==> src/rtl/spi_buf_pkg.sv <==
package spi_buf_pkg;
  localparam int REG_W = 32;

  typedef enum logic [2:0] {
    A_FCTL  = 3'd0,
    A_STAT  = 3'd1,
    A_IEN   = 3'd2,
    A_ISTAT = 3'd3,
    A_DATA  = 3'd4
  } reg_addr_e;

  localparam int RX_THR_LSB  = 0;
  localparam int RX_FLUSH    = 4;
  localparam int TX_THR_LSB  = 8;
  localparam int TX_FLUSH    = 12;

  localparam int IRQ_N   = 5;
  localparam int C_OVR   = 0;
  localparam int C_RXREQ = 1;
  localparam int C_TXREQ = 2;
  localparam int C_RXC   = 3;
  localparam int C_TXC   = 4;
  localparam int C_RXLVL = 9;
endpackage

==> src/rtl/spi_sfifo.sv <==
module spi_sfifo #(
  parameter int DW    = 32,
  parameter int DEPTH = 8,
  localparam int AW   = (DEPTH > 1) ? $clog2(DEPTH) : 1,
  localparam int CW   = $clog2(DEPTH + 1)
) (
  input  logic          clk_i,
  input  logic          rst_ni,
  input  logic          flush_i,
  input  logic          push_i,
  input  logic [DW-1:0] wdata_i,
  input  logic          pop_i,
  output logic [DW-1:0] rdata_o,
  output logic [CW-1:0] level_o,
  output logic          full_o,
  output logic          empty_o
);
  logic [DW-1:0] mem [DEPTH];
  logic [AW-1:0] wr_ptr, rd_ptr;
  logic [CW-1:0] cnt;
  logic          do_push, do_pop;

  assign full_o  = (cnt == CW'(DEPTH));
  assign empty_o = (cnt == '0);
  assign do_push = push_i && !full_o && !flush_i;
  assign do_pop  = pop_i && !empty_o && !flush_i;
  assign rdata_o = mem[rd_ptr];
  assign level_o = cnt;

  function automatic logic [AW-1:0] nxt(input logic [AW-1:0] p);
    return (p == AW'(DEPTH - 1)) ? '0 : p + 1'b1;
  endfunction

  always_ff @(posedge clk_i) begin
    if (do_push) mem[wr_ptr] <= wdata_i;
  end

  always_ff @(posedge clk_i or negedge rst_ni) begin
    if (!rst_ni) begin
      wr_ptr <= '0;
      rd_ptr <= '0;
      cnt    <= '0;
    end else if (flush_i) begin
      wr_ptr <= '0;
      rd_ptr <= '0;
      cnt    <= '0;
    end else begin
      if (do_push) wr_ptr <= nxt(wr_ptr);
      if (do_pop)  rd_ptr <= nxt(rd_ptr);
      case ({do_push, do_pop})
        2'b10:   cnt <= cnt + 1'b1;
        2'b01:   cnt <= cnt - 1'b1;
        default: cnt <= cnt;
      endcase
    end
  end


  no_overflow_chk: assert property (@(posedge clk_i) disable iff (!rst_ni)
    level_o <= CW'(DEPTH));


  empty_pop_chk: assert property (@(posedge clk_i) disable iff (!rst_ni)
    (pop_i && empty_o && !push_i && !flush_i) |=> empty_o);
endmodule

==> src/rtl/spi_irq_ctrl.sv <==
module spi_irq_ctrl
  import spi_buf_pkg::*;
(
  input  logic             clk_i,
  input  logic             rst_ni,
  input  logic             ovr_evt_i,
  input  logic             rx_ge_i,
  input  logic             tx_req_i,
  input  logic             tx_idle_i,
  input  logic             en_we_i,
  input  logic             clr_we_i,
  input  logic [IRQ_N-1:0] wdata_i,
  output logic [IRQ_N-1:0] cause_o,
  output logic [IRQ_N-1:0] en_o,
  output logic             irq_o
);
  logic ovr_q, rxc_q, txc_q, rx_ge_q, tx_idle_q;
  logic rxc_evt, txc_evt;

  assign rxc_evt = rx_ge_i && !rx_ge_q;
  assign txc_evt = tx_idle_i && !tx_idle_q;

  always_ff @(posedge clk_i or negedge rst_ni) begin
    if (!rst_ni) begin
      ovr_q     <= 1'b0;
      rxc_q     <= 1'b0;
      txc_q     <= 1'b0;
      rx_ge_q   <= 1'b0;
      tx_idle_q <= 1'b1;
      en_o      <= '0;
    end else begin
      rx_ge_q   <= rx_ge_i;
      tx_idle_q <= tx_idle_i;
      if (en_we_i) en_o <= wdata_i;
      // set wins over a same-cycle clear
      ovr_q <= ovr_evt_i || (ovr_q && !(clr_we_i && wdata_i[C_OVR]));
      rxc_q <= rxc_evt   || (rxc_q && !(clr_we_i && wdata_i[C_RXC]));
      txc_q <= txc_evt   || (txc_q && !(clr_we_i && wdata_i[C_TXC]));
    end
  end

  always_comb begin
    cause_o          = '0;
    cause_o[C_OVR]   = ovr_q;
    cause_o[C_RXREQ] = rx_ge_i;
    cause_o[C_TXREQ] = tx_req_i;
    cause_o[C_RXC]   = rxc_q;
    cause_o[C_TXC]   = txc_q;
  end

  assign irq_o = |(cause_o & en_o);


  rxc_rise_chk: assert property (@(posedge clk_i) disable iff (!rst_ni)
    $rose(rx_ge_i) |=> cause_o[C_RXC]);


  txc_rise_chk: assert property (@(posedge clk_i) disable iff (!rst_ni)
    $rose(tx_idle_i) |=> cause_o[C_TXC]);
endmodule

==> src/rtl/spi_buf_ctrl.sv <==
module spi_buf_ctrl
  import spi_buf_pkg::*;
#(
  parameter int DW    = 32,
  parameter int DEPTH = 8,
  parameter int THR_W = 4,
  localparam int CW   = $clog2(DEPTH + 1)
) (
  input  logic             clk_i,
  input  logic             rst_ni,
  input  logic             reg_wr_i,
  input  logic             reg_rd_i,
  input  logic [2:0]       reg_addr_i,
  input  logic [REG_W-1:0] reg_wdata_i,
  output logic [REG_W-1:0] reg_rdata_o,
  output logic             eng_tx_valid_o,
  output logic [DW-1:0]    eng_tx_data_o,
  input  logic             eng_tx_ready_i,
  input  logic             eng_rx_valid_i,
  input  logic [DW-1:0]    eng_rx_data_i,
  input  logic             eng_busy_i,
  output logic             irq_o,
  output logic             tx_dma_req_o,
  output logic             rx_dma_req_o
);
  logic [THR_W-1:0] rx_thr, tx_thr;
  logic             wr_fctl, rx_flush, tx_flush, tx_push, rx_pop;
  logic [DW-1:0]    rx_head;
  logic [CW-1:0]    tx_lvl, rx_lvl;
  logic             tx_full, tx_empty, rx_full, rx_empty;
  logic             ovr_evt, rx_ge, tx_le, tx_idle;
  logic [IRQ_N-1:0] cause, irq_en;

  assign wr_fctl  = reg_wr_i && (reg_addr_i == A_FCTL);
  assign rx_flush = wr_fctl && reg_wdata_i[RX_FLUSH];
  assign tx_flush = wr_fctl && reg_wdata_i[TX_FLUSH];
  assign tx_push  = reg_wr_i && (reg_addr_i == A_DATA);
  assign rx_pop   = reg_rd_i && (reg_addr_i == A_DATA);

  always_ff @(posedge clk_i or negedge rst_ni) begin
    if (!rst_ni) begin
      rx_thr <= THR_W'(1);
      tx_thr <= '0;
    end else if (wr_fctl) begin
      rx_thr <= reg_wdata_i[RX_THR_LSB +: THR_W];
      tx_thr <= reg_wdata_i[TX_THR_LSB +: THR_W];
    end
  end

  spi_sfifo #(.DW(DW), .DEPTH(DEPTH)) u_tx_fifo (
    .clk_i   (clk_i),
    .rst_ni  (rst_ni),
    .flush_i (tx_flush),
    .push_i  (tx_push),
    .wdata_i (reg_wdata_i[DW-1:0]),
    .pop_i   (eng_tx_ready_i),
    .rdata_o (eng_tx_data_o),
    .level_o (tx_lvl),
    .full_o  (tx_full),
    .empty_o (tx_empty)
  );

  spi_sfifo #(.DW(DW), .DEPTH(DEPTH)) u_rx_fifo (
    .clk_i   (clk_i),
    .rst_ni  (rst_ni),
    .flush_i (rx_flush),
    .push_i  (eng_rx_valid_i),
    .wdata_i (eng_rx_data_i),
    .pop_i   (rx_pop),
    .rdata_o (rx_head),
    .level_o (rx_lvl),
    .full_o  (rx_full),
    .empty_o (rx_empty)
  );

  assign eng_tx_valid_o = !tx_empty;
  assign ovr_evt        = eng_rx_valid_i && rx_full;
  assign rx_ge          = 32'(rx_lvl) >= 32'(rx_thr);
  assign tx_le          = 32'(tx_lvl) <= 32'(tx_thr);
  assign tx_idle        = tx_empty && !eng_busy_i;
  assign rx_dma_req_o   = rx_ge;
  assign tx_dma_req_o   = tx_le;

  spi_irq_ctrl u_irq (
    .clk_i     (clk_i),
    .rst_ni    (rst_ni),
    .ovr_evt_i (ovr_evt),
    .rx_ge_i   (rx_ge),
    .tx_req_i  (tx_le),
    .tx_idle_i (tx_idle),
    .en_we_i   (reg_wr_i && (reg_addr_i == A_IEN)),
    .clr_we_i  (reg_wr_i && (reg_addr_i == A_ISTAT)),
    .wdata_i   (reg_wdata_i[IRQ_N-1:0]),
    .cause_o   (cause),
    .en_o      (irq_en),
    .irq_o     (irq_o)
  );

  always_comb begin
    reg_rdata_o = '0;
    case (reg_addr_i)
      A_FCTL: begin
        reg_rdata_o[RX_THR_LSB +: THR_W] = rx_thr;
        reg_rdata_o[TX_THR_LSB +: THR_W] = tx_thr;
      end
      A_STAT: begin
        reg_rdata_o[0] = !rx_empty;
        reg_rdata_o[1] = tx_full;
        reg_rdata_o[2] = tx_empty;
        reg_rdata_o[3] = rx_full;
        reg_rdata_o[7] = eng_busy_i || !tx_empty;
      end
      A_IEN:   reg_rdata_o[IRQ_N-1:0] = irq_en;
      A_ISTAT: begin
        reg_rdata_o[IRQ_N-1:0] = cause;
        reg_rdata_o[C_RXLVL]   = rx_ge;
      end
      A_DATA:  reg_rdata_o = rx_empty ? '0 : REG_W'(rx_head);
      default: reg_rdata_o = '0;
    endcase
  end


  ovr_set_chk: assert property (@(posedge clk_i) disable iff (!rst_ni)
    (eng_rx_valid_i && rx_full) |=> cause[C_OVR]);


  rx_req_empty_chk: assert property (@(posedge clk_i) disable iff (!rst_ni)
    (rx_thr != '0 && rx_empty) |-> !rx_dma_req_o);


  rx_flush_chk: assert property (@(posedge clk_i) disable iff (!rst_ni)
    rx_flush |=> rx_empty);
endmodule

==> config.mk <==
export PLATFORM = sky130hd
export DESIGN_NAME = spi_buf_ctrl
export DESIGN_NICKNAME = d
export VERILOG_FILES = /design/src/rtl/spi_buf_pkg.sv /design/src/rtl/spi_sfifo.sv /design/src/rtl/spi_irq_ctrl.sv /design/src/rtl/spi_buf_ctrl.sv
export SDC_FILE = /design/constraint.sdc
export NUM_CORES = 1
export LEC_CHECK = 0
export BUFFER_PORTS_ARGS = -buffer_cell sky130_fd_sc_hd__buf_4
export CORE_AREA = 2 2 218 220
export CTS_BUF_LIST = sky130_fd_sc_hd__clkbuf_4 sky130_fd_sc_hd__clkbuf_8
export DETAILED_ROUTE_END_ITERATION = 10
export DIE_AREA = 0 0 220 222
export GPL_TIMING_DRIVEN = 0
export HOLD_SLACK_MARGIN = 0.1
export PLACE_DENSITY = 0.7
export SLEW_MARGIN = 20
export SYNTH_ARGS = -nofsm -noshare
export SYNTH_HDL_FRONTEND = slang
export SYNTH_HIERARCHICAL = 1
export SYNTH_SLANG_ARGS = --single-unit
==> constraint.sdc <==
create_clock -name clk_i -period 9.1 [get_ports clk_i]
set_clock_uncertainty 0.15 [all_clocks]
set_input_delay 1.82 -clock clk_i [delete_from_list [all_inputs] [get_ports clk_i]]
set_output_delay 1.82 -clock clk_i [all_outputs]
set_load 0.005 [all_outputs]
---- After elaboration in Yosys (flattened, before gate mapping) ----
Memory sizes are Yosys's and may differ from the RTL's.
Cells that the tools add are included.
operators by class
  muxes and demuxes ....................... 29
  $add $sub $neg .......................... 8
  equality and inequality tests ........... 14
  bitwise gates (word level) .............. 1
  magnitude comparators ................... 2
  reductions and logical operators ........ 51
operators by type and width
  cell                                                                 count
  3-bit 2-to-1 mux                                                     12
  32-bit 2-to-1 mux                                                    1
  1-bit logical AND                                                    25
  20-bit 2-to-1 mux                                                    1
  4-bit one-hot mux with 5 select lines                                1
  4-bit one-hot mux with 2 select lines                                2
  3-bit == test (second input constant)                                5
  3-bit by 1-bit adder with 3-bit output (second input constant)       4
  1-bit logical NOT                                                    12
  4-bit by 1-bit adder with 4-bit output (second input constant)       2
  4-bit == test (second input constant)                                2
  4-bit logical NOT                                                    2
  4-bit 2-to-1 mux                                                     2
  2-bit nonzero test                                                   4
  4-bit by 1-bit subtractor with 4-bit output (second input constant)  2
  3-bit by 2-bit == test with 1-bit output (second input constant)     2
  1-bit one-hot mux with 3 select lines                                2
  3-bit nonzero test                                                   2
  5-bit AND                                                            1
  5-bit OR reduction                                                   1
  2-bit by 1-bit == test with 1-bit output (second input constant)     2
  2-bit == test (second input constant)                                2
  4-bit greater-or-equal comparator                                    1
  4-bit <= comparator                                                  1
  7 further kinds                                                      14
storage, ports and cells
  memories ................................ 2
  RAM bits ................................ 512
  word-level logic and storage cells ...... 121
  bits in registers ....................... 38
  bits of input ports ..................... 74
  output and inout bits ................... 68
memories
  memory         depth  width  rd ports  clocked after Yosys merged registers in  write ports  RTL line         source
  u_rx_fifo.mem  8      32     1         0                                        1            spi_sfifo.sv:18  logic [DW-1:0] mem [DEPTH];
  u_tx_fifo.mem  8      32     1         0                                        1            spi_sfifo.sv:18

---- Logic depth before layout (Yosys ltp) ----
Gate-level depths: netlist (run 1).
  depth after elaboration ................. 8
  mapped depth ............................ 12
  depth with buffers taken out ............ 10

---- Modules after synthesis ----
Netlist (run 1), hierarchy kept.
by module, submodules not included
  module                 times used  area an instance (µm²)  cells each  sequential area each (µm²)
  spi_sfifo (u_rx_fifo)  1           10347.4                 453         7937.6
  spi_sfifo (u_tx_fifo)  1           10341.2                 451         7937.6
  spi_buf_ctrl           1           1047.3                  117         201.4
  spi_irq_ctrl           1           410.4                   31          251.5

---- Worst setup path before layout (run 1) ----
No wires, ideal clock.
  path kind ............................... in2reg
  start point ............................. input reg_addr_i[2]
  end point ............................... memory u_tx_fifo.mem[0][0] (enable)
  required time ........................... 8.489 ns
  slack ................................... 2.852 ns
  arrival ................................. 5.637 ns
  cell stages on the path ................. 6
  path buffers ............................ 1
  setup time .............................. 0.461 ns
  cells stage by stage .................... inv_1 clkbuf_1 nor4b_1 and3_1 nand2b_1 nor3_1
on the way
  elaborated cells on any way between the ends .. 10
  classes of those cells .................. eq/ne: 1; mux: 2; reduce/logical: 7
RTL lines
  what                                    RTL line            source
  from (decl)                             spi_buf_ctrl.sv:13  input logic [2:0] reg_addr_i,
  3-bit == test                           spi_buf_ctrl.sv:37  assign tx_push = reg_wr_i && (reg_addr_i == A_DATA);
  1-bit logical AND                       spi_buf_ctrl.sv:37
  via tx_push                             spi_buf_ctrl.sv:27  logic wr_fctl, rx_flush, tx_flush, tx_push, rx_pop;
  1-bit logical AND (2 in series)         spi_sfifo.sv:25     assign do_push = push_i && !full_o && !flush_i;
  1-bit 2-to-1 mux                        spi_sfifo.sv:35     if (do_push) mem[wr_ptr] <= wdata_i;
  1-bit 2-to-1 mux (not written as such)  spi_sfifo.sv:35
  to (decl)                               spi_sfifo.sv:18
The timed path passes the listed nets, and every way through them passes these cells.

---- Final worst setup path (run 1) ----
  start point ............................. register rx_thr[0]
  end point ............................... output reg_rdata_o[1]
on the way
  cells in the longest elaborated chain, start to end .. 2
RTL lines
  what                                   RTL line             source
  from (decl)                            spi_buf_ctrl.sv:26   logic [THR_W-1:0] rx_thr, tx_thr;
  from (signal assigned)                 spi_buf_ctrl.sv:45   rx_thr <= reg_wdata_i[RX_THR_LSB +: THR_W];
  4-bit greater-or-equal comparator      spi_buf_ctrl.sv:78   assign rx_ge = 32'(rx_lvl) >= 32'(rx_thr);
  via cause[1]                           spi_buf_ctrl.sv:32   logic [IRQ_N-1:0] cause, irq_en;
  4-bit one-hot mux with 5 select lines  spi_buf_ctrl.sv:101  case (reg_addr_i)
  to (decl)                              spi_buf_ctrl.sv:15   output logic [REG_W-1:0] reg_rdata_o,
The timed path passes the listed nets, and every way through them passes these cells.

==> results of run 1 <==
==> synth_stat cells, drive strengths merged (4+ instances only) <==
cell	n	area (sq um)
clkbuf	22	82.6
buf	35	258
a22oi	4	30.0
ha	20	250
nor3	9	56.3
nand2	27	101
mux2i	9	90.1
inv	17	63.8
a21oi	15	97.6
and2	27	184
nor2	34	128
dfrtp	36	901
mux2	72	811
edfxtp	512	15400
a211oi	4	40.0
nand2b	7	43.8
o21ai	7	35.0
mux4	132	2990
nand3	7	35.0
xnor2	4	35.0
nand4b	4	35.0
a22o	7	67.6
==> metrics by stage <==
| stage | power [uW] | util | worst slack [ns] |
|---|---|---|---|
| 6_report | 7310 | 0.569 | 3.55 |
| 5_1_grt | 7660 | 0.569 | 3.40 |
| 4_1_cts | 7400 | 0.569 | 3.50 |
| 3_5_place_dp | 5310 | 0.532 | 3.70 |
| 3_3_place_gp | 5200 | 0.518 | 0.0242 |
| 2_1_floorplan | 4520 | - | 2.85 |
==> worst register-to-register path: cells and delay by family (launching register included) <==
family / cells / cell delay, ns
buffers and inverters: 5 / 0.80
DFF: 1 / 0.59
and+or+nand+nor: 4 / 1.19
==> sequential cells by signal (all words and copies together) (netlist names), 4 cells and up <==
register	count
tx_thr	4
u_tx_fifo/mem	256
rx_thr	4
u_tx_fifo/level_o	4
u_irq/en_o	5
u_rx_fifo/level_o	4
u_rx_fifo/mem	256
==> cell families after synthesis <==
logic type	count (synthesis)	share of synthesized area
flip-flops	550	0.737
multiplexers	213	0.176
AND/OR/NAND/NOR	138	0.0347
buffers and inverters	74	0.0182
AO/OA/AOI/OAI	51	0.0194
adder cells (fa/ha/maj)	22	0.0131
XOR/XNOR	4	0.00158
==> metal layers <==
metal  vias up  global-route usage
met3        85              0.0503
met1      5756               0.265
li1       4867                   -
met4         6              0.0641
met5         -                   0
met2       343               0.304
==> power groups by stage <==
stage | Clock, uW | Sequential (uW) | Combinational (uW)
floorplan | 0 | 3130 | 1380
global placement | 0 | 3170 | 2040
detailed placement | 0 | 3160 | 2150
CTS | 2130 | 3110 | 2160
global route | 2230 | 3130 | 2290
finish | 2070 | 3110 | 2120
==> how the worst max path moves through the flow <==
stage | from | to | slack (ns) | depth (start not counted)
finish | rx_thr[0] | reg_rdata_o[1] | 3.55 | 8
global route | rx_thr[0] | reg_rdata_o[1] | 3.40 | 8
CTS | rx_thr[0] | reg_rdata_o[1] | 3.50 | 8
detailed placement | reg_addr_i[2] | u_tx_fifo/mem[1][15] | 3.70 | 11
global placement | reg_addr_i[2] | u_tx_fifo/mem[1][15] | 0.02 | 7
floorplan | reg_addr_i[2] | u_tx_fifo/mem[0][0] | 2.85 | 6
==> final cells by class <==
type                    count  area, sq um
diodes                      2         5.00
repair buffers            172         1570
well taps                 607          759
plain buffers              57          340
flip-flops and latches    550        16300
multi-input cells         428         5530
clock inverters            37          303
clock buffers             114         1410
inverters                  17         63.8
fillers                  3441        19900
==> metrics.yaml, run 1 <==
sta:
  fin_crit_sh: 0.610
  final-hold-violation-count: 0
  setup_violations: 0
  slew_headroom: 0.433
  tightestPinTransition_ns: 0.851
  finalCriticalPeriod_ns: 5.55
  whs_ns: 0.384
  grt_setup_unrepaired: "no"
  tns_ns: 0
  slew_viol_final: 0
  fmax_ghz: 0.180
drt:
  wl_um: 45900
  via_count: 11100
  drcViolationCount: 0
  top_layer_used: "met5"
  viasPerCell: 5.57
  met2_length_um: 22000
  post_drt_wl_per_cell_um: 23.1
  met1Wirelength_um: 19500
  ant_nets: 0
  drt_iter0_drc: 867
  dr_wl_met3_um: 3240
  drtPass1Iterations: 5
floorplan:
  rows: 79
  fp.dieArea_sq_um: 48800
  core_sq_um: 46300
  start_util: 0.479
  dieWidth_um: 220
  ioPinCount: 142
  die_h_um: 222
critical_path:
  path_class: "reg -> out"
  timing.rr.start: "u_tx_fifo/level_o[1]"
  crit_family: "compound AO/OA/AOI/OAI gates"
  cp-start-kind: "register"
  crit_path_frequent_cell: "buf_4"
  required_ns: 7.13
  critPathMaxStageDelay_ns: 0.68
  worstPathCellList: "ha_1 -> nand2b_1 -> a2111oi_0 -> nor2_1 -> buf_4 -> mux4_1 -> a22o_2 -> buf_4"
  r2r_end: "u_tx_fifo/mem[1][12]"
  critPathBufInv: 2
  r2r_cells: 9
  crit_fanout: 5
  rrSetupSlack_ns: 6.07
  critPathSlowestCell: "a2111oi_0"
  critical_path_arrival_ns: 3.58
  worstSetupEndpointType: "output port"
grt:
  grt_overflow: 0
  grt_pass1_vias: 11500
  grt_max_degree: 39
  grt_usage: 0.193
  grt_pass1_wl_um: 69600
  antenna_found_initial: 4
job:
  drv_cap: 0
power_and_ir_drop:
  p_int_uw: 5260
  ir_worst_vdd_v: 0.000151
  switchingPower_uw: 2050
  p_comb_frac: 0.290
  leakagePower_uw: 0.00896
  switching_share: 0.280
  power_density_nw_per_um2: 278
  p_seq_frac: 0.426
  p_clk_frac: 0.284
synth:
  syn_avg_cell_area_sq_um: 21.1
  synth_nets: 1148
  yosys.cell_types.count: 55
  synth-async-reset-ratio: 0.0691
  syn_inst: 1052
  synth-edff-count: 512
  yosysSeqAreaShare: 0.737
  yosysWarningCount: 6
  ys.flop_type: "edfxtp_1"
  ys_ff_latch: 550
  synthesis.area_sq_um: 22100
clock_tree:
  cts_setup_buffers: 0
  ctsResizeCount: 0
  hold_buffers: 0
  clock-sinks: 550
  clock_latency_ns: 0.64
  clkTransAtPathRegs_ns: 0.06
  htreeDepth: 3
  numCtsBuffers: 88
  cts-root-buf: "clkbuf_8"
  cts_buffer_depth: 3
  cts_tree: "yes"
place:
  port_buffers: 140
  hpwl_um: 29700
  dpl_cell_area_sq_um: 24600
  dp.cells: 1831
  gp_congestion: 0.799
final_layout:
  final_layout_size_suffix_gt1_frac: 0.424
  syn2layout_area_growth_pct: 18.8
  layout_commonest_cell: "edfxtp_1"
  design_area_sq_um: 26300
  final_cells: 1984
  final_cell_mix: "edfxtp_1, buf_4, mux4_2, clkbuf_8, mux2_2"
  nets: 1410
min_path:
  min_path_cells: 1
  hp-class: "reg -> reg"
  min_from: "u_irq/en_o[3]"
  worstHoldEndpoint: "u_irq/en_o[3]"
status:
  status: "finished, final reports clean"
Power figures use the tool's default switching activity.
==> run 2, diff against run 1 <==
PLACE_DENSITY = 0.73   (was 0.7)
clock period = 4.7 ns   (was 9.1 ns; I/O delays follow)
==> metrics.yaml, run 2 (same netlist as run 1, synthesis figures left out) <==
grt:
  grt_pass1_wl_um: 69900  # +0.42%
  grt_pass1_vias: 11700  # +2.1%
  grt_usage: 0.194  # +0.000834
  grt_overflow: 0  # unchanged
  antenna_found_initial: 2  # -2
  grt_max_degree: 39  # unchanged
clock_tree:
  numCtsBuffers: 87  # -1.1%
  clock-sinks: 550  # unchanged
  cts_buffer_depth: 3  # unchanged
  clock_latency_ns: 0.66  # +0.02 ns
  htreeDepth: 3  # unchanged
  cts-root-buf: "clkbuf_8"
  cts_setup_buffers: 0  # unchanged
  cts_tree: "yes"
  clkTransAtPathRegs_ns: 0.06  # about the same
critical_path:
  critical_path_arrival_ns: 3.31  # -0.27 ns
  required_ns: 3.61  # -3.52 ns
  rrSetupSlack_ns: 1.86  # -4.21 ns
  cp-start-kind: "register"
  crit_fanout: 5  # unchanged
  r2r_end: "u_tx_fifo/mem[1][16]"
  timing.rr.start: "u_tx_fifo/level_o[1]"
  worstSetupEndpointType: "output port"
  endpoint: "reg_rdata_o[1]"
  r2r_cells: 7  # -2
  cp-startpoint: "rx_thr[0]"
  path_class: "reg -> out"
drt:
  post_drt_wl_per_cell_um: 23.2  # +0.14%
  ant_nets: 0  # unchanged
  drt_iter0_drc: 1022  # +18%
  via_count: 11100  # +0.64%
  drcViolationCount: 0  # unchanged
  drtPass1Iterations: 5  # unchanged
  viasPerCell: 5.60  # +0.44%
  wl_um: 46000  # +0.34%
place:
  dp.cells: 1826  # -0.27%
  port_buffers: 140  # unchanged
  hpwl_um: 29400  # -1.1%
  gp_congestion: 0.775  # -3.0%
floorplan:
  rows: 79  # unchanged
  start_util: 0.479  # unchanged
  core_sq_um: 46300  # unchanged
  dieWidth_um: 220  # unchanged
  fp.dieArea_sq_um: 48800  # unchanged
  die_h_um: 222  # unchanged
  ioPinCount: 142  # unchanged
final_layout:
  antenna_cells: 0  # -2
  final_cells: 1988  # +0.20%
  syn2layout_area_growth_pct: 18.8  # about the same
  nets: 1405  # -0.35%
  final_cell_mix: "edfxtp_1, buf_4, mux4_2, clkbuf_8, mux2_2"
  final_layout_size_suffix_gt1_frac: 0.423  # -0.00112
  top_regs: "u_rx_fifo/mem: 256 flops, u_tx_fifo/mem: 256 flops, u_irq/en_o: 5 flops"
  fill_cells: 3420  # -0.61%
  layout_commonest_cell: "edfxtp_1"
sta:
  final-hold-violation-count: 0  # unchanged
  slew_viol_final: 0  # unchanged
  fin_crit_sh: 0.936
  setup_violations: 0  # unchanged
  fmax_ghz: 0.227
  tightestPinTransition_ns: 0.833  # -0.0178 ns
  finalCriticalPeriod_ns: 4.40
  grt_setup_unrepaired: "no"
  slew_headroom: 0.445  # +0.0118
power_and_ir_drop:
  leakagePower_uw: 0.00894  # -0.23%
  power_density_nw_per_um2: 538  # +94%
  ir_worst_vdd_v: 0.000317  # +110%
  fin_total_pwr_uw: 14100  # +94%
job:
  drv_cap: 0  # unchanged
status:
  status: "finished, final reports clean"
min_path:
  hp-class: "in -> reg"
  min_from: "eng_busy_i"
==> run 2: per-layer routing <==
metal,GRT usage,wire (um)
met3,0.0472,2990
met5,0,27
met2,0.309,22600
met1,0.268,19700
met4,0.0556,792
==> run 2: layout make-up <==
| cell class | count | area [sq um] | share of cell area |
|---|---|---|---|
| well taps | 607 | 759 | 0.0289 |
| flip-flops and latches | 550 | 16300 | 0.621 |
| inverters | 17 | 63.8 | 0.00243 |
| clock buffers | 116 | 1460 | 0.0554 |
| clock inverters | 45 | 294 | 0.0112 |
| multi-input cells | 428 | 5550 | 0.211 |
| plain buffers | 57 | 340 | 0.0129 |
| repair buffers | 168 | 1520 | 0.0577 |
==> run 2: metrics by stage <==
step / cell area (sq um) / utilization / hold WS [ns] / setup slack (ns) / TNS, ns
2_1_floorplan: 22200 / - / 0.324 / 0.192 / 0
3_3_place_gp: 24000 / 0.518 / 0.340 / -2.27 / -664.52
6_report: 26300 / 0.569 / 0.330 / 0.302 / 0
5_1_grt: 26300 / 0.569 / 0.280 / 0.0955 / 0
4_1_cts: 26300 / 0.569 / 0.262 / 0.0698 / 0
3_5_place_dp: 24500 / 0.531 / 0.345 / 0.364 / 0
==> run 2: how the worst min path moves through the flow <==
stage	to	slack, ns	depth (start not counted)
3_5_place_dp	u_irq/ovr_q	0.34	1
3_3_place_gp	u_irq/ovr_q	0.34	1
5_1_grt	u_irq/tx_idle_q	0.28	2
4_1_cts	u_irq/tx_idle_q	0.26	2
2_1_floorplan	u_irq/ovr_q	0.32	1
6_report	u_irq/tx_idle_q	0.33	2
==> run 2: where the power goes <==
part	internal (uW)	switching (uW)	total (uW)
registers	5800	223	6020
clock network	2160	1840	4000
logic	2150	1970	4120
==> run 2: repair_timing <==
| item | CTS | global route |
|---|---|---|
| hold buffers | 1 | 0 |
| hold endpoints to repair | 35 | 0 |
| pin swaps | 0 | 0 |
| endpoints found under the setup margin | 1 | 1 |
| gates resized for setup | 1 | 1 |
==> run 2: worst max-delay path: stages, from the launching register on <==
cell and delay [ns]:
dfstp_2 0.54, ha_1 0.23, nand2b_1 0.16, a2111oi_2 0.46
nor2_1 0.23, buf_4 0.18, mux4_1 0.48, a22o_2 0.22
buf_4 0.15
==> run 3, diff against run 2 <==
RECOVER_POWER = 25   (was not set)
==> metrics.yaml, run 3 (same netlist as run 1, synthesis figures left out) <==
sta:
  setup_violations: 0  # unchanged
  slew_viol_final: 0  # unchanged
  tightestPinTransition_ns: 0.830  # -0.00347 ns
  slew_headroom: 0.447  # +0.00232
  grt_setup_unrepaired: "no"
  finalCriticalPeriod_ns: 4.40  # -0.00239 ns
  fin_crit_sh: 0.935  # about the same
  final-hold-violation-count: 0  # unchanged
  fmax_ghz: 0.227  # about the same
  whs_ns: 0.331  # +0.0000730 ns
critical_path:
  critPathMaxStageDelay_ns: 0.54  # about the same
  required_ns: 3.61  # about the same
  critical_path_arrival_ns: 3.31  # about the same
  worstSetupEndpointType: "output port"
  critPathSlowestCell: "dfstp_2"
  cp-start-kind: "register"
  crit_fanout: 5  # unchanged
  crit_path_frequent_cell: "buf_4"
  path_class: "reg -> out"
  worstPathCellList: "ha_1 -> nand2b_1 -> a2111oi_2 -> nor2_1 -> buf_4 -> mux4_1 -> a22o_2 -> buf_4"
drt:
  drcViolationCount: 0  # unchanged
  met2_length_um: 22500  # -0.24%
  dr_wl_met3_um: 3080  # +3.3%
  viasPerCell: 5.59  # -0.10%
  top_layer_used: "met5"
  wl_um: 46000  # about the same
  drtPass1Iterations: 5  # unchanged
  post_drt_wl_per_cell_um: 23.2  # about the same
  drt_iter0_drc: 1026  # +0.39%
  met1Wirelength_um: 19600  # -0.35%
  via_count: 11100  # -0.054%
  ant_nets: 0  # unchanged
clock_tree:
  cts_tree: "yes"
  clkTransAtPathRegs_ns: 0.06  # about the same
  cts-root-buf: "clkbuf_8"
  clock-sinks: 550  # unchanged
  cts_buffer_depth: 3  # unchanged
  clock_latency_ns: 0.66  # about the same
  htreeDepth: 3  # unchanged
  numCtsBuffers: 87  # unchanged
  cts_setup_buffers: 0  # unchanged
final_layout:
  final_cell_mix: "edfxtp_1, mux4_2, buf_4, clkbuf_8, mux2_2"
  multi_input_area_sq_um: 5550  # unchanged
  fill_cells: 3461  # +1.2%
  syn2layout_area_growth_pct: 18.1
  seqCellArea_sq_um: 16300  # unchanged
  top_regs: "u_rx_fifo/mem: 256 flops, u_tx_fifo/mem: 256 flops, u_irq/en_o: 5 flops"
  final_layout_size_suffix_gt1_frac: 0.390  # -0.0326
  layout_commonest_cell: "edfxtp_1"
  nets: 1405  # unchanged
job:
  drv_cap: 0  # unchanged
grt:
  grt_usage: 0.194  # unchanged
  grt_overflow: 0  # unchanged
  grt_pass1_wl_um: 69900  # unchanged
  grt_pass1_vias: 11700  # unchanged
  grt_max_degree: 39  # unchanged
  antenna_found_initial: 3  # +1
floorplan:
  start_util: 0.479  # unchanged
  ioPinCount: 142  # unchanged
  die_h_um: 222  # unchanged
  dieWidth_um: 220  # unchanged
  rows: 79  # unchanged
  core_sq_um: 46300  # unchanged
  fp.dieArea_sq_um: 48800  # unchanged
place:
  gp_congestion: 0.775  # unchanged
  hpwl_um: 29400  # unchanged
  port_buffers: 140  # unchanged
power_and_ir_drop:
  leakagePower_uw: 0.00878  # -1.8%
  fin_total_pwr_uw: 14100  # about the same
  power_density_nw_per_um2: 541  # +0.55%
  ir_worst_vdd_v: 0.000318  # +0.21%
status:
  status: "finished, final reports clean"
min_path:
  hp-class: "in -> reg"
-- run 3: cell types whose count changed in the layout (fill, tap and decap cells not counted), sizes merged --
cell    delta
buf       -45
clkbuf    +45
diode      +1
-- run 3: metrics by stage --
stage	setup TNS, ns	util	setup slack (ns)	instances	instance area (sq um)
floorplan	0	-	0.192	1052	22200
global placement	-664.52	0.518	-2.27	1799	24000
detailed placement	0	0.531	0.364	1826	24500
CTS	0	0.569	0.0698	1988	26300
global route	0	0.565	0.0955	1989	26100
finish	0	0.565	0.304	1989	26100
-- run 3: worst paths after layout --
check,slack [ns],from,depth (start not counted),endpoint
worst max-delay path,0.30,rx_thr[0],8,reg_rdata_o[1]
worst min-delay path,0.33,eng_busy_i,2,u_irq/tx_idle_q
worst max register to register,1.87,u_tx_fifo/level_o[1],7,u_tx_fifo/mem[1][16]
worst min register to register,0.36,u_irq/ovr_q,1,u_irq/ovr_q
max in group asynchronous,3.30,rst_ni,2,u_irq/tx_idle_q
min in group asynchronous,0.71,rst_ni,2,u_tx_fifo/rd_ptr[0]
-- run 3: worst max-delay path: cells and delay by family, from the launching register on --
family,cells,cell delay [ns]
muxes,1,0.48
DFF,1,0.54
buffers and inverters,2,0.33
adders and majority gates,1,0.23
AOI/OAI and AO/OA,2,0.67
and+or+nand+nor,2,0.39
-- run 3: cell type report --
class / count / share of cell area
well taps: 607 / 0.0290
diodes: 1 / 0.0000957
clock buffers: 116 / 0.0558
flip-flops and latches: 550 / 0.625
repair buffers: 168 / 0.0516
plain buffers: 57 / 0.0130
multi-input cells: 428 / 0.212
clock inverters: 45 / 0.0112
inverters: 17 / 0.00244
-- run 3: what timing repair did --
item,in CTS,in global routing
hold buffers,1,0
resized for setup,1,1
endpoints found under the setup margin,1,1
endpoints found under the hold margin,35,0
-- run 3: metal layers --
metal  up-vias  track usage
met3        66       0.0472
met2       358        0.309
met5         -            0
li1       4863            -
met1      5831        0.268
met4         4       0.0556
-- run 3: power breakdown --
part / total, uW / switching [uW] / internal, uW / leakage [uW]
combinational: 4100 / 1970 / 2140 / 0.00277
clock: 4000 / 1840 / 2160 / 0.000922
sequential: 6030 / 224 / 5800 / 0.00509
total: 14100 / 4030 / 10100 / 0.00878
